===== src/rtl/esp_pkg.sv =====
package esp_pkg;

    localparam int unsigned WORD_W     = 16;
    localparam int unsigned BYTE_W     = 8;
    localparam int unsigned ROUND_BIAS = 1 << (WORD_W - BYTE_W - 1);

    typedef enum logic [1:0] {
        ST_IDLE = 2'd0,
        ST_RUN  = 2'd1,
        ST_WRAP = 2'd2
    } esp_state_e;

    typedef struct packed {
        logic [WORD_W-1:0] x4;
        logic [BYTE_W-1:0] coarse;
        logic [BYTE_W-1:0] fine;
    } speed_set_t;

    // Round a value of up to WORD_W+1 bits to its upper byte, saturating on carry
    function automatic logic [BYTE_W-1:0] round_hi(input logic [WORD_W:0] v);
        logic [WORD_W+1:0] s;
        s = {1'b0, v} + (WORD_W+2)'(ROUND_BIAS);
        if (s[WORD_W+1:WORD_W] != 2'b00)
            return '1;
        else
            return s[WORD_W-1 -: BYTE_W];
    endfunction

endpackage


===== src/rtl/esp_frac_div.sv =====
module esp_frac_div #(
    parameter int unsigned W = 16,
    parameter int unsigned K = 180
) (
    input  logic         clk,
    input  logic         rst,
    input  logic         load_i,
    input  logic         step_i,
    input  logic [W-1:0] period_i,
    output logic [W-1:0] quot_o
);
    localparam logic [W-1:0] K_W = W'(K);

    logic [W-1:0] rem_q, div_q, quot_q;
    logic         sat_q;
    logic [W:0]   trial;
    logic         fits;
    logic [W-1:0] rem_sub;

    always_comb begin
        trial   = {rem_q, 1'b0};
        fits    = (trial >= {1'b0, div_q});
        rem_sub = W'(trial - {1'b0, div_q});
    end

    always_ff @(posedge clk) begin
        if (rst) begin
            rem_q  <= '0;
            div_q  <= '0;
            quot_q <= '0;
            sat_q  <= 1'b0;
        end else if (load_i) begin
            rem_q  <= K_W;
            div_q  <= period_i;
            quot_q <= '0;
            sat_q  <= (K_W >= period_i);
        end else if (step_i) begin
            if (fits) begin
                rem_q  <= rem_sub;
                quot_q <= {quot_q[W-2:0], 1'b1};
            end else begin
                rem_q  <= trial[W-1:0];
                quot_q <= {quot_q[W-2:0], 1'b0};
            end
        end
    end

    assign quot_o = sat_q ? '1 : quot_q;

endmodule


===== src/rtl/esp_seq.sv =====
module esp_seq
    import esp_pkg::*;
#(
    parameter int unsigned STEPS = 16
) (
    input  logic clk,
    input  logic rst,
    input  logic start_i,
    output logic load_o,
    output logic step_o,
    output logic finish_o,
    output logic busy_o
);
    localparam int unsigned CW = (STEPS > 1) ? $clog2(STEPS) : 1;
    localparam logic [CW-1:0] LAST = CW'(STEPS - 1);

    esp_state_e state_q;
    logic [CW-1:0] cnt_q;

    assign load_o   = (state_q == ST_IDLE) && start_i;
    assign step_o   = (state_q == ST_RUN);
    assign finish_o = (state_q == ST_WRAP);
    assign busy_o   = (state_q != ST_IDLE);

    always_ff @(posedge clk) begin
        if (rst) begin
            state_q <= ST_IDLE;
            cnt_q   <= '0;
        end else begin
            unique case (state_q)
                ST_IDLE: if (start_i) begin
                    state_q <= ST_RUN;
                    cnt_q   <= '0;
                end
                ST_RUN: begin
                    cnt_q <= cnt_q + 1'b1;
                    if (cnt_q == LAST) state_q <= ST_WRAP;
                end
                ST_WRAP: state_q <= ST_IDLE;
                default: state_q <= ST_IDLE;
            endcase
        end
    end

endmodule


===== src/rtl/esp_scale.sv =====
module esp_scale
    import esp_pkg::*;
#(
    parameter int unsigned STOP_LIMIT = 180
) (
    input  logic [WORD_W-1:0] quot_x4_i,
    input  logic [WORD_W-1:0] quot_byte_i,
    output speed_set_t        res_o
);
    localparam logic [WORD_W-1:0] STOP_W = WORD_W'(STOP_LIMIT);

    always_comb begin
        res_o.x4     = (quot_x4_i <= STOP_W) ? '0 : quot_x4_i;
        res_o.coarse = round_hi({1'b0, quot_byte_i});
        res_o.fine   = round_hi({quot_byte_i, 1'b0});
    end

endmodule


===== src/rtl/esp_speed_calc.sv =====
module esp_speed_calc
    import esp_pkg::*;
#(
    parameter int unsigned X4_K       = 180,
    parameter int unsigned BYTE_K     = 461,
    parameter int unsigned STOP_LIMIT = 180
) (
    input  logic              clk,
    input  logic              rst,
    input  logic [WORD_W-1:0] period_i,
    input  logic              period_valid_i,
    output logic              busy_o,
    output logic              done_o,
    output logic [WORD_W-1:0] speed_x4_o,
    output logic [BYTE_W-1:0] speed_coarse_o,
    output logic [BYTE_W-1:0] speed_fine_o
);
    localparam int unsigned NDIV = 2;
    localparam int unsigned DIV_K [NDIV] = '{X4_K, BYTE_K};

    logic load, step, finish;
    logic [WORD_W-1:0] quot [NDIV];
    speed_set_t res_next, res_q;
    logic done_q;

    esp_seq #(.STEPS(WORD_W)) u_seq (
        .clk      (clk),
        .rst      (rst),
        .start_i  (period_valid_i),
        .load_o   (load),
        .step_o   (step),
        .finish_o (finish),
        .busy_o   (busy_o)
    );

    for (genvar g = 0; g < NDIV; g++) begin : g_div
        esp_frac_div #(.W(WORD_W), .K(DIV_K[g])) u_div (
            .clk      (clk),
            .rst      (rst),
            .load_i   (load),
            .step_i   (step),
            .period_i (period_i),
            .quot_o   (quot[g])
        );
    end

    esp_scale #(.STOP_LIMIT(STOP_LIMIT)) u_scale (
        .quot_x4_i   (quot[0]),
        .quot_byte_i (quot[1]),
        .res_o       (res_next)
    );

    always_ff @(posedge clk) begin
        if (rst) begin
            res_q  <= '0;
            done_q <= 1'b0;
        end else begin
            done_q <= finish;
            if (finish) res_q <= res_next;
        end
    end

    assign done_o         = done_q;
    assign speed_x4_o     = res_q.x4;
    assign speed_coarse_o = res_q.coarse;
    assign speed_fine_o   = res_q.fine;

endmodule


===== config.mk =====
export PLATFORM = sky130hd
export DESIGN_NAME = esp_speed_calc
export DESIGN_NICKNAME = d
export VERILOG_FILES = /design/src/rtl/esp_pkg.sv /design/src/rtl/esp_frac_div.sv /design/src/rtl/esp_seq.sv /design/src/rtl/esp_scale.sv /design/src/rtl/esp_speed_calc.sv
export SDC_FILE = /design/constraint.sdc
export NUM_CORES = 1
export LEC_CHECK = 0
export CAP_MARGIN = 5
export CORE_MARGIN = 8
export CORE_UTILIZATION = 60
export DETAILED_ROUTE_END_ITERATION = 10
export PLACE_DENSITY = 0.83
export SLEW_MARGIN = 20
export SYNTH_ARGS = -nofsm -noshare
export SYNTH_HDL_FRONTEND = slang
export SYNTH_SLANG_ARGS = --single-unit
export TNS_END_PERCENT = 100

===== constraint.sdc =====
create_clock -name clk -period 4.53 [get_ports clk]
set_clock_uncertainty 0.05 [all_clocks]
set_input_delay 0.906 -clock clk [delete_from_list [all_inputs] [get_ports clk]]
set_output_delay 0.906 -clock clk [all_outputs]
set_load 0.05 [all_outputs]

After elaboration in Yosys (flattened, before gate mapping)

Index checks and enable logic that the tools add are counted.
Widths: inputs -> output; s select.

Register bits after elaboration: 121
Bits of input ports: 19
Word-level logic and storage cells: 58

$add $sub $neg: 5
Magnitude comparators: 5
Eq/ne operators: 5
Multiplexer cells: 18
Reduce and logical (&&, ||, !) cells: 10

Operators with widths:

| cell                  | number |
|---|---|
| $mux 16               | 5 |
| $ge 17x16->1          | 2 |
| $mux 8                | 4 |
| $sub 16x16->16        | 2 |
| $add 17x8->18 const B | 1 |
| $mux 9                | 2 |
| $add 16x8->17 const B | 1 |
| $ge 8x16->1 const A   | 1 |
| $ge 9x16->1 const A   | 1 |
| $le 16x8->1 const B   | 1 |
| $reduce_bool 2->1     | 5 |
| $pmux 4 s2            | 1 |
| $add 4x1->4 const B   | 1 |
| $eq 4x4->1 const B    | 1 |
| $mux 2                | 2 |
| $mux 4                | 1 |
| $ne 2x2->1 const B    | 2 |
| $pmux 2 s2            | 1 |
| $reduce_and 2->1      | 2 |
| $eq 2x1->1 const B    | 1 |
| $eq 2x2->1 const B    | 1 |
| $logic_not 2->1       | 1 |
| $mux 1                | 2 |
| $reduce_or 2->1       | 1 |
| $logic_and 1x1->1     | 1 |

Depth between registers and ports, before layout

Word-level depth: 4
Mapped depth: 12

Hierarchy

A second synthesis with hierarchy kept.

Cells, all modules: 935
Area, all modules: 8,081.5 um2

Modules (own cells, without submodules):

| module                         | times used | cells an instance | area an instance (um2) |
|---|---|---|---|
| esp_frac_div at g_div[1].u_div | 1          | 376               | 3,234.4 |
| esp_frac_div at g_div[0].u_div | 1          | 341               | 2,872.8 |
| esp_speed_calc                 | 1          | 106               | 1,202.4 |
| esp_scale                      | 1          | 81                | 498.0 |
| esp_seq                        | 1          | 31                | 274.0 |

Worst setup path before layout

Ideal clock, no wire load.

Path type: reg2reg
Start: register, netlist name g_div[1].u_div.div_q[1]
End: register g_div[0].u_div.rem_q[2]
Library setup time: 137 ps
Arrival: 2,425 ps
Data required time: 4,343 ps
Slack: 1,917 ps
Cell stages (with the launch flop): 11
Path through: dfxtp_1 inv_1 ha_1 nor2b_1 o31a_1 o31a_1 o32a_4 a21oi_4 buf_6 mux2i_1 a211oi_1

RTL lines:

| what                 | RTL line           | source |
|---|---|---|
| end signal, assigned | esp_frac_div.sv:39 | `rem_q <= rem_sub;` |
| end signal, assigned | esp_frac_div.sv:42 | `rem_q <= trial[W-1:0];` |
| end, declared        | esp_frac_div.sv:14 | `logic [W-1:0] rem_q, div_q, quot_q;` |

==> results.tsv <==
stage	metric	value	unit
sta	RSZ-0062 raised after global routing	no	
clocking	CTS tree	done	
synth	ys async rst share	0	
worst_setup_path	crit path DAT	3.52	ns
clocking	clk buf depth	2	
place	placed cells	1021	
drt	Wirelength per Cell	16.9	µm
sta	Final Slew Violations	0	
power_and_ir_drop	P_leak	2.89	nW
finish	ant diodes	0	
synth	syn_nets	932	
synth	Post-Synthesis Cells	876	
worst_setup_path	cell mode on critical path	o31a_1	
die	chip width	122	µm
power_and_ir_drop	Design Power	3.27	mW
finish	Area Growth Syn to Fin	16.2	%
worst_setup_path	Reg2Reg Launch Point	g_div[1].u_div.div_q[1]	
worst_setup_path	FF-to-FF path depth	9	
clocking	post_cts resized	0	
sta	fin crit share	0.710	
synth	Synth Register Bits	121	
power_and_ir_drop	VDD IR max	0.273	mV
global_route	number of global-route vias before repair	6335	
clocking	Clock transition at path regs	0.06	ns
drt	routed vias/inst	6.19	
sta	Max Clk Rate	0.311	GHz
synth	Top FF cell, synth	dfxtp_1	
worst_setup_path	CP peak stage delay	0.60	ns
job	max_cap viols	0	
global_route	first-pass GRT wire length	29600	µm
place	Post-DP HPWL	12200	µm
sta	TNS Setup	0	ns
global_route	initial antenna violation count	0	
worst_setup_path	worst reg2reg path endpoint	g_div[0].u_div.rem_q[5]	
global_route	GRT overflow	0	
die	Ports	53	
clocking	clk_lat worst skew	0.53	ns
global_route	all-layer global routing usage	0.244	
synth	mapped cell area	6690	µm²
global_route	largest net degree at the start of global routing	54	
die	Die Height	122	µm
worst_setup_path	sum of buffers and inverters on the critical path	1	
drt	DRT antenna net count	0	
drt	drt drc	0	
clocking	CTS H-tree lvls	4	
min_path	Hold Path Depth	2	
synth	Warnings, synthesis	0	
worst_setup_path	Critical Path Sink Type	register	
sta	setup ws final	1.32	ns
die	Die Footprint	14800	µm²
place	IO buf count	52	
status	outcome	finished, final reports clean	
clocking	setup bufs post-CTS	0	
finish	Finished Layout Cells	1052	
min_path	hold_sp	g_div[1].u_div.div_q[13]	
sta	min cycle time layout	3.21	ns
clocking	Sink Count	121	
worst_setup_path	Worst EP required	4.83	ns
finish	post-route cell area	7770	µm²
power_and_ir_drop	P per Cell Area	420	nW/µm²
die	starting density of the core	0.617	
die	FP Rows	38	
worst_setup_path	Largest delay share family, worst path	compound AO/OA/AOI/OAI gates	
place	Cell Area, Placed	7230	µm²
sta	Final Hold Vio Count	0	
clocking	CTS Hold Buffers Added	0	
synth	Avg Inst Size Synth	7.64	µm²
finish	Total Nets Final	956	
worst_setup_path	CP max FO	23	
synth	Seq/Total Area, Yosys	0.362	
worst_setup_path	Crit Path Class	register to register	
worst_setup_path	Cell Chain, Critical Path	inv_1 > ha_1 > nor2b_1 > o31a_1 > o31a_1 > o32a_4 > a21oi_4 > mux2i_1 > a211oi_1	
clocking	Inserted Clock Buffers	17	
sta	hold_ws	0.403	ns
finish	utilization after layout	0.717	
drt	Initial DRT Pass Iterations	6	
drt	DR iter-0 viols	625	
clocking	Root Buffer	clkbuf_8	
min_path	hold crit path type	register to register	
drt	via count	6512	
sta	max_slew headroom	0.324	
min_path	hold path endpoint	g_div[1].u_div.div_q[13]	
worst_setup_path	Critical Path Start Type	register	
place	DP Worst Slack	1.36	ns
synth	EDFF count, synth	0	
sta	worst slew pin tran	1.01	ns
die	Core Area	10800	µm²
drt	WL final	17700	µm
worst_setup_path	crit path max-delay cell type	a21oi_4	
place	GPL Wtd Cong	0.983	
sta	# setup viols final	0	
worst_setup_path	register-to-register setup slack	1.32	ns
synth	post-synthesis cell type count	62	
finish	share of cells above drive strength 1	0.0559	
## worst max path at each step
stage / end / slack [ns] / cells after the start / start
after detailed placement: g_div[0].u_div.rem_q[15] / 1.36 / 9 / g_div[1].u_div.div_q[1]
after CTS: g_div[0].u_div.rem_q[5] / 1.35 / 9 / g_div[1].u_div.div_q[1]
after global placement: g_div[0].u_div.rem_q[4] / 1.51 / 9 / g_div[1].u_div.div_q[1]
final: g_div[0].u_div.rem_q[5] / 1.32 / 9 / g_div[1].u_div.div_q[1]
after floorplan: g_div[0].u_div.rem_q[2] / 1.92 / 10 / g_div[1].u_div.div_q[1]
after global routing: g_div[1].u_div.rem_q[15] / 1.07 / 9 / g_div[1].u_div.div_q[7]
## synth_stat cells (5+ instances only)
library cell | instances | area share
ha_1 | 35 | 0.065
clkbuf_1 | 43 | 0.024
nor3_1 | 28 | 0.021
nor2_1 | 94 | 0.053
nand2b_1 | 10 | 0.0094
a31oi_1 | 7 | 0.0065
nand2_1 | 137 | 0.077
xnor2_1 | 14 | 0.018
mux2i_1 | 18 | 0.027
or3_1 | 5 | 0.0047
a211oi_1 | 24 | 0.027
o31a_1 | 5 | 0.0065
o21ai_0 | 53 | 0.040
nor4_1 | 5 | 0.0047
a21oi_1 | 111 | 0.083
and3_1 | 6 | 0.0056
buf_1 | 7 | 0.0039
nand4_1 | 7 | 0.0065
inv_1 | 27 | 0.015
nor2b_1 | 9 | 0.0084
xor2_1 | 10 | 0.013
o21a_1 | 7 | 0.0079
a21o_1 | 8 | 0.0090
dfxtp_1 | 121 | 0.36
nand3_1 | 24 | 0.018
## where the power goes
part	internal, mW	total (mW)	switching, mW
Clock	0.753	1.24	0.489
Combinational	0.355	0.886	0.531
Sequential	1.10	1.14	0.0350
## logic make-up after synthesis
family	count (synthesis)	synth area share
adders and majority gates	37	0.0715
and+or+nand+nor	337	0.221
buffers and inverters	81	0.0475
AOI/OAI and AO/OA	257	0.238
xor gates and xnor gates	24	0.0314
muxes	19	0.0286
DFF	121	0.362
## metal layers
layer	vias up	share of wire	GRT usage
li1	3144	-	-
met1	3032	0.42	0.305
met2	298	0.47	0.396
met3	38	0.086	0.0606
met4	0	0.020	0.0941
met5	-	0	0
## cell type report
cell class	count	area (µm²)
Multi-Input combinational cell	674	3960
Timing Repair Buffer	59	568
Sequential cell	121	2420
Tap cell	140	175
Fill cell	822	3070
Clock inverter	10	95.1
Inverter	27	101
Clock buffer	21	449
## state kept, by name, summed over array words and instances (netlist names)
register / cells
done_o: 1
g_div.u_div.div_q: 16
g_div.u_div.quot_q: 32
g_div.u_div.rem_q: 32
g_div.u_div.sat_q: 2
speed_coarse_o: 8
speed_fine_o: 8
speed_x4_o: 16
u_seq.cnt_q: 4
u_seq.state_q: 2
## worst min-delay path, cell delays in order (launching register included)
cell and delay, ns:
dfxtp_1 0.30, nand2_1 0.05, a21oi_1 0.05
## cells in the final DEF (no fill, tap or decap), drive strengths merged, types with 5 or more instances in the layout
| cell | Yosys | layout |
|---|---|---|
| dfxtp | 121 | 121 |
| a21o | 8 | 8 |
| a21oi | 112 | 112 |
| a31oi | 7 | 7 |
| nor2 | 94 | 94 |
| o21a | 7 | 7 |
| ha | 35 | 35 |
| nor3 | 28 | 28 |
| buf | 11 | 8 |
| nand2 | 137 | 137 |
| xnor2 | 14 | 14 |
| nor2b | 9 | 9 |
| and3 | 6 | 6 |
| clkdlybuf4s50 | 0 | 51 |
| nand3 | 24 | 24 |
| xor2 | 10 | 10 |
| a211oi | 24 | 24 |
| mux2i | 18 | 18 |
| or3 | 5 | 5 |
| nand4 | 7 | 7 |
| o31a | 5 | 5 |
| inv | 27 | 29 |
| o21ai | 54 | 54 |
| clkinvlp | 0 | 5 |
| nand2b | 10 | 10 |
| nor4 | 5 | 5 |
| clkbuf | 43 | 21 |
(Power assumes the default switching activity.)
